## src/rtl/nic_pkg.sv

```systemverilog
package nic_pkg;
    localparam int NSRC_DEF   = 8;
    localparam int RSVD_DEF   = 3;
    localparam int DEPTH_DEF  = 8;
    localparam int AW_DEF     = 6;
    localparam logic [7:0] OFS_PEND = 8'h18;
    localparam logic [7:0] OFS_ENAB = 8'h1C;
    localparam logic [7:0] OFS_VECT = 8'h20;
endpackage

```

## src/rtl/nic_src_regs.sv

```systemverilog
module nic_src_regs #(
    parameter int N        = nic_pkg::NSRC_DEF,
    parameter int RSVD_BIT = nic_pkg::RSVD_DEF
) (
    input  logic         clk,
    input  logic         rst_n,
    input  logic [N-1:0] src_pulse,
    input  logic         pend_we,
    input  logic         enab_we,
    input  logic [N-1:0] wdata,
    output logic [N-1:0] pend,
    output logic [N-1:0] enab
);
    localparam logic [N-1:0] LIVE = ~(N'(1) << RSVD_BIT);

    typedef struct packed {
        logic [N-1:0] pend;
        logic [N-1:0] enab;
    } regs_t;

    regs_t r_d, r_q;

    always_comb begin
        r_d = r_q;
        // clearing write first, new pulses override it
        r_d.pend = ((r_q.pend & ~(pend_we ? wdata : '0)) | src_pulse) & LIVE;
        if (enab_we) r_d.enab = wdata & LIVE;
    end

    always_ff @(posedge clk or negedge rst_n) begin
        if (!rst_n) r_q <= '0;
        else        r_q <= r_d;
    end

    assign pend = r_q.pend;
    assign enab = r_q.enab;

    for (genvar g = 0; g < N; g++) begin : g_chk
        if (g != RSVD_BIT) begin : g_live
            assert_pulse_sets_R1: assert property (@(posedge clk) disable iff (!rst_n)
                src_pulse[g] |=> pend[g]);
        end
    end
endmodule

```

## src/rtl/nic_prio_pick.sv

```systemverilog
module nic_prio_pick #(
    parameter int N  = nic_pkg::NSRC_DEF,
    parameter int LW = $clog2(N + 1),
    parameter int IW = $clog2(N)
) (
    input  logic [N-1:0]  pend,
    input  logic [N-1:0]  enab,
    input  logic [LW-1:0] cur_lvl,
    output logic          any,
    output logic [IW-1:0] win_idx,
    output logic [LW-1:0] win_lvl
);
    logic [N-1:0] elig;

    for (genvar g = 0; g < N; g++) begin : g_elig
        assign elig[g] = pend[g] && enab[g] && (LW'(g + 1) > cur_lvl);
    end

    always_comb begin
        win_idx = '0;
        for (int i = 0; i < N; i++) begin
            if (elig[i]) win_idx = IW'(i);
        end
    end

    assign any     = |elig;
    assign win_lvl = LW'(win_idx) + LW'(1);
endmodule

```

## src/rtl/nic_lvl_stack.sv

```systemverilog
module nic_lvl_stack #(
    parameter int DEPTH = nic_pkg::DEPTH_DEF,
    parameter int W     = 4,
    parameter int CW    = $clog2(DEPTH + 1)
) (
    input  logic         clk,
    input  logic         rst_n,
    input  logic         push,
    input  logic         pop,
    input  logic [W-1:0] push_val,
    output logic [W-1:0] top_val,
    output logic         empty,
    output logic         full,
    output logic         err
);
    typedef struct packed {
        logic [DEPTH-1:0][W-1:0] mem;
        logic [CW-1:0]           cnt;
        logic                    err;
    } stk_t;

    stk_t s_d, s_q;

    assign empty = (s_q.cnt == '0);
    assign full  = (s_q.cnt == CW'(DEPTH));

    always_comb begin
        s_d = s_q;
        if (pop) begin
            if (empty) s_d.err = 1'b1;
            else       s_d.cnt = s_q.cnt - CW'(1);
        end else if (push) begin
            if (full) begin
                s_d.err = 1'b1;
            end else begin
                s_d.mem[int'(s_q.cnt)] = push_val;
                s_d.cnt = s_q.cnt + CW'(1);
            end
        end
    end

    always_ff @(posedge clk or negedge rst_n) begin
        if (!rst_n) s_q <= '0;
        else        s_q <= s_d;
    end

    assign top_val = empty ? '0 : s_q.mem[int'(s_q.cnt) - 1];
    assign err     = s_q.err;

    assert_no_overflow_R8: assert property (@(posedge clk) disable iff (!rst_n)
        s_q.cnt <= CW'(DEPTH));
    assert_push_grows_R6: assert property (@(posedge clk) disable iff (!rst_n)
        (push && !pop && !full) |=> (s_q.cnt == $past(s_q.cnt) + CW'(1)));
    assert_err_sticky_R8: assert property (@(posedge clk) disable iff (!rst_n)
        err |=> err);
endmodule

```

## src/rtl/nest_irq_ctrl.sv

```systemverilog
module nest_irq_ctrl #(
    parameter int NSRC        = nic_pkg::NSRC_DEF,
    parameter int RSVD_BIT    = nic_pkg::RSVD_DEF,
    parameter int STACK_DEPTH = nic_pkg::DEPTH_DEF,
    parameter int AW          = nic_pkg::AW_DEF,
    parameter int LW          = $clog2(NSRC + 1),
    parameter int IW          = $clog2(NSRC)
) (
    input  logic            clk,
    input  logic            rst_n,
    input  logic [NSRC-1:0] src_pulse,
    input  logic [AW-1:0]   reg_addr,
    input  logic            reg_wr,
    input  logic [NSRC-1:0] reg_wdata,
    output logic [NSRC-1:0] reg_rdata,
    input  logic            int_ack,
    input  logic            int_eoi,
    output logic            irq_n,
    output logic [LW-1:0]   svc_level,
    output logic            stk_err
);
    localparam logic [AW-1:0] A_PEND = AW'(nic_pkg::OFS_PEND);
    localparam logic [AW-1:0] A_ENAB = AW'(nic_pkg::OFS_ENAB);
    localparam logic [AW-1:0] A_VECT = AW'(nic_pkg::OFS_VECT);

    typedef struct packed {
        logic [LW-1:0] lvl;
        logic [IW-1:0] vec;
    } core_t;

    core_t c_d, c_q;

    logic [NSRC-1:0] pend, enab;
    logic            any, empty, full, push, pop, take;
    logic [IW-1:0]   win_idx;
    logic [LW-1:0]   win_lvl, top_val;

    nic_src_regs #(.N(NSRC), .RSVD_BIT(RSVD_BIT)) u_regs (
        .clk(clk), .rst_n(rst_n), .src_pulse(src_pulse),
        .pend_we(reg_wr && reg_addr == A_PEND),
        .enab_we(reg_wr && reg_addr == A_ENAB),
        .wdata(reg_wdata), .pend(pend), .enab(enab)
    );

    nic_prio_pick #(.N(NSRC), .LW(LW), .IW(IW)) u_pick (
        .pend(pend), .enab(enab), .cur_lvl(c_q.lvl),
        .any(any), .win_idx(win_idx), .win_lvl(win_lvl)
    );

    nic_lvl_stack #(.DEPTH(STACK_DEPTH), .W(LW)) u_stk (
        .clk(clk), .rst_n(rst_n), .push(push), .pop(pop),
        .push_val(c_q.lvl), .top_val(top_val),
        .empty(empty), .full(full), .err(stk_err)
    );

    assign pop  = int_eoi;
    assign push = int_ack && !int_eoi && any;
    assign take = push && !full;

    always_comb begin
        c_d = c_q;
        if (pop) begin
            if (!empty) c_d.lvl = top_val;
        end else if (take) begin
            c_d.lvl = win_lvl;
            c_d.vec = win_idx;
        end
    end

    always_ff @(posedge clk or negedge rst_n) begin
        if (!rst_n) c_q <= '0;
        else        c_q <= c_d;
    end

    always_comb begin
        case (reg_addr)
            A_PEND:  reg_rdata = pend;
            A_ENAB:  reg_rdata = enab;
            A_VECT:  reg_rdata = NSRC'(c_q.vec);
            default: reg_rdata = '0;
        endcase
    end

    assign irq_n     = ~any;
    assign svc_level = c_q.lvl;

    assert_level_rises_R6: assert property (@(posedge clk) disable iff (!rst_n)
        take |=> (svc_level > $past(svc_level)));
    assert_level_unwinds_R7: assert property (@(posedge clk) disable iff (!rst_n)
        (int_eoi && !empty) |=> (svc_level < $past(svc_level)));
    assert_idle_ack_R9: assert property (@(posedge clk) disable iff (!rst_n)
        (int_ack && !int_eoi && irq_n) |=> $stable(svc_level));
    assert_full_hold_R8: assert property (@(posedge clk) disable iff (!rst_n)
        (push && full) |=> ($stable(svc_level) && stk_err));
endmodule

```

## config.mk

```make
export PLATFORM = sky130hd
export DESIGN_NAME = nest_irq_ctrl
export DESIGN_NICKNAME = d
export VERILOG_FILES = /design/src/rtl/nic_pkg.sv /design/src/rtl/nic_src_regs.sv /design/src/rtl/nic_prio_pick.sv /design/src/rtl/nic_lvl_stack.sv /design/src/rtl/nest_irq_ctrl.sv
export SDC_FILE = /design/constraint.sdc
export NUM_CORES = 1
export LEC_CHECK = 0
export BUFFER_PORTS_ARGS = -buffer_cell sky130_fd_sc_hd__clkbuf_2
export CAP_MARGIN = 20
export CORE_AREA = 10 10 91 93
export DETAILED_ROUTE_END_ITERATION = 12
export DIE_AREA = 0 0 101 103
export GPL_ROUTABILITY_DRIVEN = 1
export PLACE_DENSITY = 0.79
export SLEW_MARGIN = 20
export SYNTH_ARGS = -nofsm -noshare
export SYNTH_HDL_FRONTEND = slang
export SYNTH_SLANG_ARGS = --single-unit
export TNS_END_PERCENT = 1
```

## constraint.sdc

```tcl
create_clock -name clk -period 4.4 [get_ports clk]
set_input_delay 0.44 -clock clk [delete_from_list [all_inputs] [get_ports clk]]
set_output_delay 0.44 -clock clk [all_outputs]
set_load 0.05 [all_outputs]
```

# After elaboration in Yosys (flattened, before gate mapping)

Index checks and enable logic that the tools add are counted.

Reduce and logical (&&, ||, !) cells: 32
Equality and inequality tests: 7
Muxes and demuxes: 23
Magnitude comparators: 10
Bitwise gates (word level): 6
Add/subtract/negate cells: 4

Operators with widths:

| kind                                                        | number |
|---|---|
| bitwise mux 32 bit                                          | 1 |
| less-than comparator 32 x 5 -> 1 bit, second input constant | 1 |
| 2-to-1 mux 4 bit                                            | 7 |
| one-hot mux 8 bit (3 select lines)                          | 1 |
| logical AND 1 bit                                           | 20 |
| binary-select mux 4 bit (select 3 bit)                      | 1 |
| demux 4 bit (select 3 bit)                                  | 1 |
| == test 6 x 5 -> 1 bit, second input constant               | 2 |
| > comparator 3 x 4 -> 1 bit, first input constant           | 3 |
| 2-to-1 mux 3 bit                                            | 4 |
| 2-to-1 mux 5 bit                                            | 2 |
| AND reduction 3 bit                                         | 3 |
| AND 8 bit                                                   | 1 |
| > comparator 2 x 4 -> 1 bit, first input constant           | 2 |
| 2-to-1 mux 8 bit                                            | 1 |
| inverter 8 bit                                              | 1 |
| bitwise OR 8 bit                                            | 1 |
| 2-to-1 mux 7 bit                                            | 1 |
| OR reduction 7 bit                                          | 1 |
| == test 6 bit, second input constant                        | 1 |
| nonzero test 2 bit                                          | 3 |
| subtractor 4 x 1 -> 5 bit, second input constant            | 1 |
| adder 3 x 1 -> 4 bit, second input constant                 | 1 |
| adder 4 x 1 -> 4 bit, second input constant                 | 1 |
| 14 further kinds                                            | 21 |

Word-level logic and storage cells: 96
Register bits: 58
Output and inout port bits: 14

# Longest topological paths before layout

Depth in word-level cells: 11
Mapped depth: 10
Depth with buffers taken out: 7

# By module

Synthesis repeated with hierarchy kept, for this count alone.

Cell total of the unflattened synthesis: 276
Area total of the unflattened synthesis: 3,323.2 µm²

Modules (own cells, without submodules):

| module        | cells each | instances | area each (µm²) | sequential area each (µm²) |
|---|---|---|---|---|
| nic_lvl_stack | 151        | 1         | 1,989.4         | 925.9 |
| nic_src_regs  | 39         | 1         | 564.3           | 350.3 |
| nest_irq_ctrl | 54         | 1         | 538.0           | 175.2 |
| nic_prio_pick | 32         | 1         | 231.5           | 0.0 |

# Worst setup path after synthesis

No wires, ideal clock.

Path kind: input port to output port
From: in reg_addr[1]
To: out reg_rdata[0]
Cell stages on the path: 3
Data arrival time: 2,260 ps
Slack: 1,700 ps
Path buffers: 1
Required time: 3,960 ps
Cell sequence: or4_1 clkbuf_1 o21ai_0

Longest elaborated chain between the ends: 2

Ends and longest elaborated chain:

| element                                                        | RTL line            | text |
|---|---|---|
| start, declared                                                | nest_irq_ctrl.sv:12 | `input logic [AW-1:0] reg_addr,` |
| == test 6 bit / == test 6 x 5 -> 1 bit (equally long branches) | nest_irq_ctrl.sv:76 | `case (reg_addr)` |
| one-hot mux 8 bit (3 select lines) (*)                         | nest_irq_ctrl.sv:76 |  |
| end, declared                                                  | nest_irq_ctrl.sv:15 | `output logic [NSRC-1:0] reg_rdata,` |

Mark *: on every way between the ends. The rest lies on a longest branch, timed or not.

# Worst setup path after layout

From: reg c_q, in the netlist svc_level[2]
To: out irq_n

Longest elaborated chain between the ends: 4

Ends and longest elaborated chain:

| element                                                   | RTL line            | text |
|---|---|---|
| start, declared                                           | nest_irq_ctrl.sv:31 | `core_t c_d, c_q;` |
| start signal, assigned                                    | nest_irq_ctrl.sv:71 | `if (!rst_n) c_q <= '0;` |
| start signal, assigned                                    | nest_irq_ctrl.sv:72 | `else c_q <= c_d;` |
| > comparator 1 x 4 -> 1 bit, or another cell as far along | nic_prio_pick.sv:16 | `assign elig[g] = pend[g] && enab[g] && (LW'(g + 1) > cur_lvl);` |
| logical AND 1 bit                                         | nic_prio_pick.sv:16 |  |
| OR reduction 7 bit (*)                                    | nic_prio_pick.sv:26 | `assign any = \|elig;` |
| inverter 1 bit (*)                                        | nest_irq_ctrl.sv:84 | `assign irq_n = ~any;` |
| end, declared                                             | nest_irq_ctrl.sv:18 | `output logic irq_n,` |

Marks and branches as above.

==> impl_results.md <==
* Total Wirelength at 6530 µm
* Initial antenna violation count at 0
* Ys async rst share at 1.00
* TritonCTS buffer count at 9
* Slew margin rel. at 0.519
* Status: complete, no violations
* Core region area at ~6600 µm²
* RePlAce Congestion at about 0.82
* Most common cell in the synthesized netlist: dfrtp_1
* Via count of the first global-routing pass at around 2200
* Commonest cells in the synthesized netlist: dfrtp_1 (58), mux2_2 (32), nand2_1 (21)
* Clock Skew at between 0.005 and 0.006 ns
* Fin. Hold Viols at 0
* Dominant cell type by area after synthesis: dfrtp_1
* Post-synthesis xor/xnor area fraction at 0.0142
* Total grt overflow at 0
* Peak VDD IR at around 0.00024 V
* Post-synthesis mux area share at 0.233
* Slew Viols, Final at 0
* Via count at approximately 2100
* #FFs+latches synth at between 50 and 60
* Synth Area in Compound Gates at 0.0959
* Post CTS Setup Buffer Count at 0
* CTS H-tree depth at 3
* Worst Tran Pin Value at approximately 0.72 ns
* Main flop type after synthesis: dfrtp_1
* R2R depth at 7
* Worst setup SP type: flop
* Starting DRT DRC Count at approximately 160
* Yosys cell types at 51
* Die width at between 100 and 150 µm
* Worst r2r dst: u_stk.s_q[11]
* Worst path cell trace: a311oi_1 -> or4b_4 -> nor2_1 -> clkbuf_2
* Fin crit share at 0.667
* Adder-cell area share of the yosys netlist at 0.0228
* Global-route wire length before repair at ~11000 µm
* CP max stage delay at slightly below 0.7 ns
* GRT Overall Usage at 0.135
* PD cells at approximately 570 nW/µm²
* Worst-Skew Late Latency at 0.34 ns
* Max capacitance violation total at 0
* Area delta synth->final at 13.3%
* Ranking of synthesized cells by area: dfrtp_1 (47%), mux2_2 (12%), mux4_2 (5.9%)
* Post-CTS Resized at 0
* Starting Density at 0.469
* Post-synth top area share at 0.472
* Minimum clock period at approximately 2.9 ns
* Hold WC Path Type: in2async
* # hold bufs at CTS at 0
* Share of cells above drive strength 1 at 0.367
* Remaining DRCs at 0
* EDFF count, synth at 0
* Final setup margin at 1.47 ns
* Crit Path Class: reg2out
* Largest family of logic cells by synthesized area: multiplexers
* DRT antenna net count at 0
* Vias per cell at between 5 and 6
* IO Count at a little over 40
* Largest net degree at the start of global routing at just under 60
* Setup TNS at 0 ns
* Clock transition at path regs at roughly 0.060 ns
* Endpoint class of the critical path: output pin
* R2R setup slack at ~1.5 ns
* Final setup fails at 0
* Post-DP HPWL at ~4700 µm
* CP Data Required Time at ~4 ns
* Cell Rows at 30
* First-pass DRT Iterations at 4
* Mapped Cells at ~260
* Critical path fanouts, max at 16
* Mapped Nets at about 290
* Worst r2r src: u_stk.s_q[1]
* Clock Tree Root: clkbuf_8
* Synth Cell Area at between 3000 and 4000 µm²
* RSZ-0062 raised after global routing: false
* Worst EP arrival at ~2.5 ns
* Die height at between 100 and 150 µm
* Slowest-stage cell, CP: dfrtp_1
* Fmax at ~0.34 GHz
* Fill count at between 500 and 600
* Longest Clk Path Bufs at 2
* Seq/Total Area, Yosys at 0.472
* Post-Place Worst Slack at roughly 1.4 ns
* TritonCTS clock tree: done
* Die ar. at approximately 10000 µm²
* # diodes at 0
* Final #Nets at 322
* Yosys warns at 0
* Sinks on Clock Net at 58
* Simple-gate share of the synthesized area at 0.127
* P_leak at between 1.5 and 2 nW
* Port bufs at 37
* Syn avg cell area at 12.0 µm²
* Routed WL per cell at ~17 µm
## power breakdown
group          total [mW]  switching, mW  internal [mW]  leakage [nW]
registers           0.798          0.139          0.660         0.744
logic               0.677          0.354          0.324         0.784
clock network       0.506          0.202          0.304         0.106
## worst max-delay path, delay by kind of cell (launching register included)
| family | cells | cell delay [ns] |
|---|---|---|
| simple gates | 2 | 0.86 |
| flops | 1 | 0.68 |
| buf+inv | 1 | 0.31 |
| compound gates | 1 | 0.29 |
## metal layers
layer  global-route usage  share of wire  vias to the layer above
met1                0.157           0.43                     1038
li1                     -              -                     1002
met2                0.219           0.50                       41
met4               0.0611          0.011                        0
met3               0.0483          0.057                        9
met5                    0              0                        -
## stage by stage
stage                     hold slack (ns)  total power [mW]  cells  area [µm²]  utilization
after global routing                0.265              2.12    374        3490        0.531
after CTS                           0.259              2.01    374        3490        0.531
after detailed placement            0.469              1.49    359        3280        0.500
after floorplan                     0.144              1.34    257        3080            -
final                               0.240              1.98    374        3490        0.531
after global placement              0.465              1.46    359        3280        0.500
## how the worst max path moves through the flow
stage               depth (start not counted)  slack [ns]       endpoint         start
global placement                            7        1.51  u_stk.s_q[10]  u_stk.s_q[1]
global route                                7        1.22  u_stk.s_q[18]  u_stk.s_q[1]
CTS                                         7        1.44  u_stk.s_q[10]  u_stk.s_q[1]
floorplan                                   3        1.70   reg_rdata[0]   reg_addr[1]
detailed placement                          7        1.44  u_stk.s_q[10]  u_stk.s_q[1]
finish                                      4        1.47          irq_n  svc_level[2]
## cell type report
cell class	instances	area, µm²	share of cell area
multi-input combinational	178	1520	0.436
sequential	58	1450	0.416
timing repair buffer	38	193	0.0553
clock buffer	13	169	0.0485
tap	80	100	0.0287
clock inverter	2	35.0	0.0101
inverter	5	18.8	0.00538
## registers in the layout, indices dropped and copies added, names as in the netlist
name,count
u_stk.s_q,36
u_regs.enab,7
u_regs.pend,7
svc_level,4
c_q,3
u_stk.err,1
## kinds of logic (layout without fill, tap and decap cells)
kind of cell	Yosys count	in the layout
adder cells (fa/ha/maj)	5	5
flip-flops	58	58
other	1	1
XOR/XNOR	5	5
buffers and inverters	21	58
multiplexers	56	56
AO/OA/AOI/OAI	41	41
AND/OR/NAND/NOR	70	70
## placed cells by master, fill, tap and decap left out, types with 5 or more instances in the layout
cell type	synthesis	routed
dfrtp_1	58	58
clkbuf_2	0	37
mux2_2	32	32
nand2_1	21	21
mux2i_1	13	13
clkbuf_8	0	12
nor2_1	11	11
a21o_1	10	10
o21ai_0	8	8
mux4_2	8	8
nand3_1	6	6
a21oi_1	6	6
inv_1	5	5
and2_1	5	5
No activity file was read; power rests on OpenSTA's default activity.
